===== src/rtl/cic_decim_pkg.sv =====
package cic_decim_pkg;
  localparam int CIC_W      = 27;
  localparam int CIC_PW     = 14;
  localparam int CIC_MAX3   = 511;
  localparam int CIC_MAX2   = 11585;
  localparam int CIC_STAGES = 3;

  // Effective period for a request, shared by the design defaults and the checker.
  function automatic logic [CIC_PW-1:0] cic_clamp(input logic o3, input logic [CIC_PW-1:0] req);
    logic [CIC_PW-1:0] lim;
    lim = o3 ? CIC_PW'(CIC_MAX3) : CIC_PW'(CIC_MAX2);
    if (req == '0) return CIC_PW'(1);
    if (req > lim) return lim;
    return req;
  endfunction
endpackage


===== src/rtl/cic_ctrl.sv =====
module cic_ctrl #(
  parameter int PW   = 14,
  parameter int MAX3 = 511,
  parameter int MAX2 = 11585
) (
  input  logic          clk,
  input  logic          rst_n,
  input  logic          start,
  input  logic          order3,
  input  logic [PW-1:0] period_req,
  output logic          clr,
  output logic          tick,
  output logic          cfg_o3,
  output logic          strobe,
  output logic          valid
);
  localparam logic [PW-1:0] LIM3 = PW'(MAX3);
  localparam logic [PW-1:0] LIM2 = PW'(MAX2);
  localparam logic [PW-1:0] ONE  = PW'(1);

  logic [PW-1:0] per_eff, per_q, per_d, cnt_q, cnt_d;
  logic          o3_q, o3_d, val_d, stb_d;
  logic [2:0]    set_q, set_d, set_inc;

  always_comb begin
    per_eff = period_req;
    if (period_req == '0)                  per_eff = ONE;
    else if (order3 && period_req > LIM3)  per_eff = LIM3;
    else if (!order3 && period_req > LIM2) per_eff = LIM2;

    clr     = start || (order3 != o3_q) || (per_eff != per_q);
    tick    = !clr && (cnt_q == per_q - ONE);
    set_inc = set_q + 3'd1;

    per_d = per_q;
    o3_d  = o3_q;
    cnt_d = cnt_q;
    set_d = set_q;
    val_d = valid;
    stb_d = 1'b0;
    if (clr) begin
      per_d = per_eff;
      o3_d  = order3;
      cnt_d = '0;
      set_d = '0;
      val_d = 1'b0;
    end else begin
      cnt_d = tick ? '0 : cnt_q + ONE;
      stb_d = tick;
      if (tick && !valid) begin
        set_d = set_inc;
        val_d = (set_inc == (o3_q ? 3'd4 : 3'd3));
      end
    end
  end

  always_ff @(posedge clk or negedge rst_n) begin
    if (!rst_n) begin
      per_q  <= '0;
      o3_q   <= 1'b0;
      cnt_q  <= '0;
      set_q  <= '0;
      valid  <= 1'b0;
      strobe <= 1'b0;
    end else begin
      per_q  <= per_d;
      o3_q   <= o3_d;
      cnt_q  <= cnt_d;
      set_q  <= set_d;
      valid  <= val_d;
      strobe <= stb_d;
    end
  end

  assign cfg_o3 = o3_q;
endmodule


===== src/rtl/cic_integ.sv =====
module cic_integ #(
  parameter int W      = 27,
  parameter int STAGES = 3
) (
  input  logic                clk,
  input  logic                rst_n,
  input  logic                clr,
  input  logic                bit_in,
  output logic [W*STAGES-1:0] taps
);
  for (genvar s = 0; s < STAGES; s++) begin : g_st
    logic [W-1:0] acc_q, add_in, nxt;
    if (s == 0) begin : g_first
      assign add_in = {{(W-1){1'b0}}, bit_in};
    end else begin : g_rest
      assign add_in = g_st[s-1].nxt;
    end

    always_comb nxt = acc_q + add_in;

    always_ff @(posedge clk or negedge rst_n) begin
      if (!rst_n)   acc_q <= '0;
      else if (clr) acc_q <= '0;
      else          acc_q <= nxt;
    end

    assign taps[s*W +: W] = nxt;
  end
endmodule


===== src/rtl/cic_comb.sv =====
module cic_comb #(
  parameter int W      = 27,
  parameter int STAGES = 3
) (
  input  logic                clk,
  input  logic                rst_n,
  input  logic                clr,
  input  logic                en,
  input  logic [W-1:0]        x,
  output logic [W*STAGES-1:0] diffs
);
  for (genvar s = 0; s < STAGES; s++) begin : g_st
    logic [W-1:0] z_q, din, d;
    if (s == 0) begin : g_first
      assign din = x;
    end else begin : g_rest
      assign din = g_st[s-1].d;
    end

    always_comb d = din - z_q;

    always_ff @(posedge clk or negedge rst_n) begin
      if (!rst_n)   z_q <= '0;
      else if (clr) z_q <= '0;
      else if (en)  z_q <= din;
    end

    assign diffs[s*W +: W] = d;
  end
endmodule


===== src/rtl/cic_decim.sv =====
module cic_decim
  import cic_decim_pkg::*;
#(
  parameter int W    = CIC_W,
  parameter int PW   = CIC_PW,
  parameter int MAX3 = CIC_MAX3,
  parameter int MAX2 = CIC_MAX2
) (
  input  logic          clk,
  input  logic          rst_n,
  input  logic          start,
  input  logic          bit_in,
  input  logic          order3,
  input  logic [PW-1:0] period_req,
  output logic [W-1:0]  sample,
  output logic          strobe,
  output logic          valid
);
  localparam int STAGES = CIC_STAGES;

  logic [1:0]            rs_q;
  logic                  rst_i, clr, tick, cfg_o3;
  logic [W*STAGES-1:0]   taps, diffs;
  logic [1:0]            tap;
  logic [W-1:0]          x, res;

  // Asynchronous assertion, synchronous release.
  always_ff @(posedge clk or negedge rst_n) begin
    if (!rst_n) rs_q <= '0;
    else        rs_q <= {rs_q[0], 1'b1};
  end
  assign rst_i = rs_q[1];

  cic_ctrl #(.PW(PW), .MAX3(MAX3), .MAX2(MAX2)) u_ctrl (
    .clk(clk), .rst_n(rst_i), .start(start), .order3(order3),
    .period_req(period_req), .clr(clr), .tick(tick), .cfg_o3(cfg_o3),
    .strobe(strobe), .valid(valid)
  );

  cic_integ #(.W(W), .STAGES(STAGES)) u_integ (
    .clk(clk), .rst_n(rst_i), .clr(clr), .bit_in(bit_in), .taps(taps)
  );

  assign tap = cfg_o3 ? 2'd2 : 2'd1;
  assign x   = taps[tap*W +: W];

  cic_comb #(.W(W), .STAGES(STAGES)) u_comb (
    .clk(clk), .rst_n(rst_i), .clr(clr), .en(tick), .x(x), .diffs(diffs)
  );

  assign res = diffs[tap*W +: W];

  always_ff @(posedge clk or negedge rst_i) begin
    if (!rst_i)    sample <= '0;
    else if (tick) sample <= res;
  end
endmodule


===== config.mk =====
export PLATFORM = sky130hd
export DESIGN_NAME = cic_decim
export DESIGN_NICKNAME = d
export VERILOG_FILES = /design/src/rtl/cic_decim_pkg.sv /design/src/rtl/cic_ctrl.sv /design/src/rtl/cic_integ.sv /design/src/rtl/cic_comb.sv /design/src/rtl/cic_decim.sv
export SDC_FILE = /design/constraint.sdc
export NUM_CORES = 1
export LEC_CHECK = 0
export ABC_AREA = 1
export BUFFER_PORTS_ARGS = -buffer_cell sky130_fd_sc_hd__buf_2
export CAP_MARGIN = 5
export CORE_ASPECT_RATIO = 0.5
export CORE_MARGIN = 2
export CORE_UTILIZATION = 40
export CTS_CLUSTER_SIZE = 30
export DETAILED_ROUTE_END_ITERATION = 8
export GPL_TIMING_DRIVEN = 1
export RECOVER_POWER = 50
export SYNTH_ARGS = -nofsm -noshare
export SYNTH_HDL_FRONTEND = slang
export SYNTH_SLANG_ARGS = --single-unit

===== constraint.sdc =====
create_clock -name clk -period 8.5 [get_ports clk]
set_input_delay 0 -clock clk [delete_from_list [all_inputs] [get_ports clk]]
set_output_delay 0 -clock clk [all_outputs]
set_load 0.03 [all_outputs]

==> results of run 1 <==
## critical path: cells and delay by family, from the launching register on
family	cells	cell delay [ns]
AO/OA/AOI/OAI	21	2.96
XOR/XNOR	5	1.00
adder cells (fa/ha/maj)	7	1.85
buffers and inverters	6	0.61
flip-flops	1	0.37
AND/OR/NAND/NOR	10	1.24
## sequential cells by signal (all words and copies together) (netlist names)
register / count
u_ctrl.cfg_o3: 1
sample: 27
u_integ.g_st.acc_q: 81
u_ctrl.per_q: 14
u_comb.g_st.z_q: 81
u_ctrl.cnt_q: 14
rs_q: 2
u_ctrl.valid: 1
u_ctrl.set_q: 3
u_ctrl.strobe: 1
## area by class of cell
type,count,area [sq um],area share
flip-flops and latches,225,5630,0.266
inverters,338,1270,0.0600
clock inverters,14,181,0.00859
multi-input cells,1639,10700,0.508
well taps,540,676,0.0320
repair buffers,270,1930,0.0914
clock buffers,32,702,0.0332
## cells in the final DEF (no fill, tap or decap), types with 31 or more instances in the layout
master | netlist | routed
inv_1 | 325 | 314
dfrtp_1 | 225 | 225
nor2_1 | 206 | 192
clkbuf_1 | 19 | 33
o21ai_1 | 52 | 52
ha_4 | 0 | 31
ha_1 | 144 | 110
nand3_1 | 107 | 102
xor2_1 | 101 | 78
a21oi_1 | 151 | 115
xnor2_1 | 49 | 39
o21ai_0 | 151 | 130
buf_4 | 5 | 198
nand2_1 | 470 | 453
## metal layers
layer / global-route usage / routed length (microns)
met1: 0.261 / 20400
met2: 0.337 / 20600
met3: 0.0217 / 1280
met4: 0.0608 / 1360
met5: 0 / 0
## stage by stage
step / cell area (sq um) / TNS (ns)
after floorplan: 16600 / 0
after CTS: 19700 / 0
final: 21100 / 0
after detailed placement: 18600 / -0.458
after global placement: 18600 / -0.0162
after global routing: 21100 / -0.671
## path summary, 6_finish.rpt
path | endpoint | slack (ns) | from | depth (start not counted)
hold / removal | sample[13] | 0.18 | start | 4
setup / recovery | sample[25] | 0.42 | u_integ.g_st[0].acc_q[0] | 49
hold reg to reg | rs_q[1] | 0.34 | rs_q[0] | 0
setup reg to reg | sample[25] | 0.42 | u_integ.g_st[0].acc_q[0] | 49
max in group asynchronous | u_comb.g_st[0].z_q[18] | 2.34 | rs_q[1] | 1
min in group asynchronous | rs_q[1] | 0.30 | rst_n | 3
## power groups by stage
stage / combinational [mW] / sequential (mW) / clock [mW]
2_1_floorplan: 0.0741 / 1.12 / 0
3_3_place_gp: 0.118 / 1.11 / 0
3_5_place_dp: 0.120 / 1.11 / 0
4_1_cts: 0.128 / 1.09 / 1.21
5_1_grt: 0.145 / 1.09 / 1.26
6_report: 0.127 / 1.09 / 1.18
## cells by family (layout without fill, tap and decap cells)
| family | Yosys count | after routing | synth area share |
|---|---|---|---|
| AOI/OAI and AO/OA | 443 | 443 | 0.147 |
| buffers and inverters | 384 | 654 | 0.0905 |
| adders and majority gates | 149 | 149 | 0.114 |
| and+or+nand+nor | 893 | 893 | 0.228 |
| DFF | 225 | 225 | 0.339 |
| other | 1 | 1 | 0.000226 |
| muxes | 3 | 3 | 0.00181 |
| xor gates and xnor gates | 150 | 150 | 0.0791 |
## repair_timing
| item | in CTS | in global routing |
|---|---|---|
| gates resized for setup | 9 | 249 |
| endpoints found under the hold margin | 18 | 0 |
| hold buffers | 21 | 0 |
| buffers inserted | 2 | 29 |
| endpoints found under the setup margin | 4 | 12 |
| pin swaps | 2 | 92 |
==> summary.md, run 1 <==
| Metric | Value |
|---|---|
| Num CTS Buffers | 25 |
| Share of cells above drive strength 1 | 0.199 |
| Max FO, Critical Path | 5 |
| First-pass GRT wire length | slightly above 70000 microns |
| Status | finished, violations left |
| Area leader, netlist | dfrtp_1 |
| Critical path endpoint category | flop |
| Total power | between 2 and 2.5 mW |
| Initial Util | 0.409 |
| Initial antenna violation count | 0 |
| Clock Skew | approximately 0.017 ns |
| Fin cells | 3058 |
| Dpl ws | -0.181 ns |
| Sequential power share | 0.455 |
| GR Overflow Total | 0 |
| Mean post-synth cell area | 7.39 sq um |
| Buffers on Ports | 47 |
| Final slew viol count | 226 |
| Root buf cell | clkbuf_16 |
| Netlist cell types | 53 |
| Detailed-route via count | around 15000 |
| First DRT Iteration DRCs | 808 |
| Final worst slack | about 0.42 ns |
| Inst Count DP | around 3000 |
| Htree depth | 1 |
| Max VDD drop | roughly 0.12 mV |
| Final wirelength | between 40000 and 50000 microns |
| Final Cycle Share | 0.950 |
| N_diodes | 0 |
| LEAKAGE | ~10 nW |
| Die outline area | 43300 sq um |
| Synth Cell Area | roughly 17000 sq um |
| Total iterations of the first detailed-routing run | 5 |
| PD cells | around 110 nW/um^2 |
| Max Cap Viol | 2 |
| Synth async-reset ratio | 1.00 |
| DP HPWL | a little over 30000 microns |
| Sequential area share after synthesis | 0.339 |
| Internal power | approximately 1.8 mW |
| Clock share of power | 0.492 |
| Most frequent cells after synthesis | nand2_1, inv_1, dfrtp_1, nor2_1 |
| TritonCTS Sinks | ~230 |
| RSZ-0062 raised after global routing | yes |
| Critical Path AT | 8.56 ns |
| # setup viols final | 0 |
| Hold crit path type | input pin to flop |
| Vias in the first global route | between 10000 and 15000 |
| Area Overhead vs Synth | 27.2% |
| Worst Tran Pin Value | around 4.1 ns |
| WS Path Type | flop to flop |
| Skew-Pair Late Insertion Delay | approximately 0.55 ns |
| Clock tree buffer depth | 3 |
| Core area | slightly above 40000 sq um |
| Worst-path clk slew | approximately 0.06 ns |
| Post-layout util | 0.520 |
| Synth Instances | 2248 |
| Hold_ws | 0.181 ns |
| CP max stage delay | between 0.3 and 0.4 ns |
| DRC viols | 0 |
| Startpoint Class | flop |
| Area contributors post-synth | dfrtp_1, ha_1, nand2_1 |
| Syn_nets | between 2000 and 2500 |
| Pin count of the biggest net entering global routing | around 160 |
| Global placer's final weighted congestion | between 0.9 and 1 |
| Row Count | 52 |
| IO Pins | 48 |
| Max Fclk | 124 MHz |
| Top-count cell post-synth | nand2_1 |
| Final Hold Vio Count | 0 |
| Min Tclk post-route | between 8 and 9 ns |
| Required @ worst endpoint | about 9.0 ns |
| Top cell type's share of synthesized area | 0.339 |
| WL/cell | between 10 and 15 microns |
| Failing checks | capacitance limit, slew limit |
| Antenna-violating nets left | 0 |
| Most used DFF post-synth | dfrtp_1 |
| Vias per cell | 4.98 |
| Die H | 148 microns |
| Worst slew margin | -1.72 |
| Synthesized flop and latch total | around 230 |
| Syn. warnings | 0 |
| Combinational share of power | 0.053 |
| Die Wd | approximately 290 microns |
| Final nets | approximately 2700 |
| Total Routing Usage GR | 0.196 |
| Sw Pwr | ~570 uW |
| CTS tree | built |
| Critical path's slowest cell | ha_1 |
| Fillers | 3848 |
| Switch share | 0.238 |
| Critical path's most frequent cell | ha_4 |
| Number of enable flip-flop cells after synthesis | 0 |
Power figures use the tool's default switching activity.
==> run 2: changes to the inputs <==
--- a/config.mk
+++ b/config.mk
@@ -15,6 +15,7 @@
 export DETAILED_ROUTE_END_ITERATION = 8
 export GPL_TIMING_DRIVEN = 1
 export RECOVER_POWER = 50
+export REMOVE_ABC_BUFFERS = 1
 export SYNTH_ARGS = -nofsm -noshare
 export SYNTH_HDL_FRONTEND = slang
 export SYNTH_SLANG_ARGS = --single-unit
==> run 2 against run 1 <==
Compared with the run above: the flow still finishes with violations (capacitance limit, slew limit); final cell count is 0.69% higher; hold slack better by 0.025 ns; via count is 0.24% higher; sequential share of layout area is 0.34 points lower; critical endpoint is now sample[26].
==> summary.md, run 2 (synthesis gave the netlist of run 1 again) <==
| Metric | Value |
|---|---|
| Status | finished, violations left |
| Failing checks | capacitance limit, slew limit |
| Min Tclk post-route | 8.19 ns |
| Fillers | between 3000 and 4000 |
| Inst Count DP | roughly 3000 |
| Pin count of the biggest net entering global routing | ~130 |
| Commonest non-fill, non-tap cell in the layout | nand2_1 |
| Max Fclk | approximately 120 MHz |
| Final wirelength | 43400 microns |
| Die H | between 100 and 150 microns |
| Antenna-violating nets left | 0 |
| Multi-input logic area | approximately 11000 sq um |
| First-pass GRT wire length | around 70000 microns |
| Buffers on Ports | 47 |
| RSZ-0062 raised after global routing | yes |
| Vias in the first global route | between 10000 and 15000 |
| DP Area | roughly 19000 sq um |
| Hold crit path type | input pin to flop |
| R2r worst-path depth | 54 |
| Post-Layout Inst Area | about 21000 sq um |
| Final Cycle Share | 0.963 |
| Clock tree buffer depth | 3 |
| PD cells | between 100 and 150 nW/um^2 |
| Max FO, Critical Path | 4 |
| Htree depth | 1 |
| Total iterations of the first detailed-routing run | 6 |
| WS Path Type | flop to flop |
| Total Routing Usage GR | 0.196 |
| DP HPWL | a little over 30000 microns |
| CP max stage delay | 0.37 ns |
| Skew-Pair Late Insertion Delay | 0.55 ns |
| Crit-path leading delay family | compound AO/OA/AOI/OAI gates |
| Sum of buffers and inverters on the critical path | 7 |
| IO Pins | 48 |
| Row Count | 52 |
| Hold Path Stages | 10 |
| WP depth | 54 |
| Vias per cell | slightly below 5 |
| Core area | between 40000 and 50000 sq um |
| Final Hold Vio Count | 0 |
| Fin cells | between 3000 and 4000 |
| # setup viols final | 0 |
| Die Wd | about 290 microns |
| Max VDD drop | roughly 0.16 mV |
| Hold_ws | roughly 0.2 ns |
| Max Cap Viol | 3 |
| Worst Tran Pin Value | about 3.4 ns |
| Most frequent cells in the layout | nand2_1, inv_1, dfrtp_1 |
| GR Overflow Total | 0 |
| LEAKAGE | ~11 nW |
| Critical Path AT | between 8 and 9 ns |
| Critical path endpoint category | flop |
| Critical path's most frequent cell | nand2_1 |
| Worst-path clk slew | roughly 0.06 ns |
| N_diodes | 0 |
| Worst slew margin | -1.27 |
| Initial antenna violation count | 0 |
| WL/cell | 14.1 microns |
| Num CTS Buffers | 25 |
| DRC viols | 0 |
| Startpoint Class | flop |
| Area Overhead vs Synth | 28.8% |
| Initial Util | 0.409 |
| Total power | about 2.4 mW |
| Clock Skew | 0.0103 ns |
| Reg area | 5630 sq um |
| Fin Setup TNS | 0 ns |
| Top Registers | u_comb.g_st.z_q (81), u_integ.g_st.acc_q (81), sample (27) |
| Required @ worst endpoint | approximately 8.9 ns |
| Share of cells above drive strength 1 | 0.219 |
| TritonCTS Sinks | 225 |
| Global placer's final weighted congestion | a little under 0.9 |
| First DRT Iteration DRCs | 907 |
| Final slew viol count | roughly 230 |
| Detailed-route via count | roughly 15000 |
| Root buf cell | clkbuf_16 |
| Critical path's slowest cell | dfrtp_1 |
| Final nets | approximately 2700 |
| Die outline area | roughly 43000 sq um |
| CTS tree | built |
run 2: repair_timing:
item,CTS,global route
pin swaps,2,107
gates resized for setup,12,287
hold buffers,22,0
setup endpoints to repair,6,12
buffers inserted,3,33
endpoints found under the hold margin,18,0
run 2: worst paths after layout:
check	start	end	slack, ns
worst min register to register	rs_q[0]	rs_q[1]	0.35
worst max register to register	u_integ.g_st[0].acc_q[0]	sample[26]	0.31
worst max-delay path	u_integ.g_st[0].acc_q[0]	sample[26]	0.31
worst min-delay path	start	u_ctrl.set_q[1]	0.21
max in group asynchronous	rs_q[1]	u_integ.g_st[0].acc_q[12]	3.80
min in group asynchronous	rst_n	rs_q[1]	0.33
run 2: routing by layer:
metal / vias up / GRT usage / part of all wire
met5: - / 0 / 0
met4: 0 / 0.0415 / 0.019
met3: 53 / 0.0218 / 0.027
met2: 186 / 0.336 / 0.47
met1: 7167 / 0.268 / 0.49
li1: 7860 / - / -
run 2: tightest hold or removal path: stages:
cell	delay, ns
buf_2	0.09
nor3_1	0.10
o2111ai_1	0.09
nor2_1	0.04
nand2_1	0.05
nor2_1	0.04
nand2_1	0.08
nor2_2	0.09
nand3_1	0.08
nand2_1	0.04
run 2: power by group:
part / total, mW / switching, mW / internal, mW
combinational: 0.132 / 0.0860 / 0.0457
sequential: 1.09 / 0.0113 / 1.08
clock: 1.16 / 0.465 / 0.695
run 2: final cells by class:
type                    count  area share
clock inverters            10     0.00719
flip-flops and latches    225       0.263
inverters                 338      0.0595
multi-input cells        1639       0.508
repair buffers            293      0.0981
well taps                 540      0.0316
clock buffers              34      0.0327
run 2: metrics by stage:
| step | worst slack (ns) | utilization |
|---|---|---|
| after floorplan | 0.532 | - |
| after global placement | -0.0742 | 0.460 |
| after detailed placement | -0.143 | 0.460 |
| after CTS | 0.0209 | 0.489 |
| after global routing | -0.240 | 0.526 |
| final | 0.310 | 0.526 |
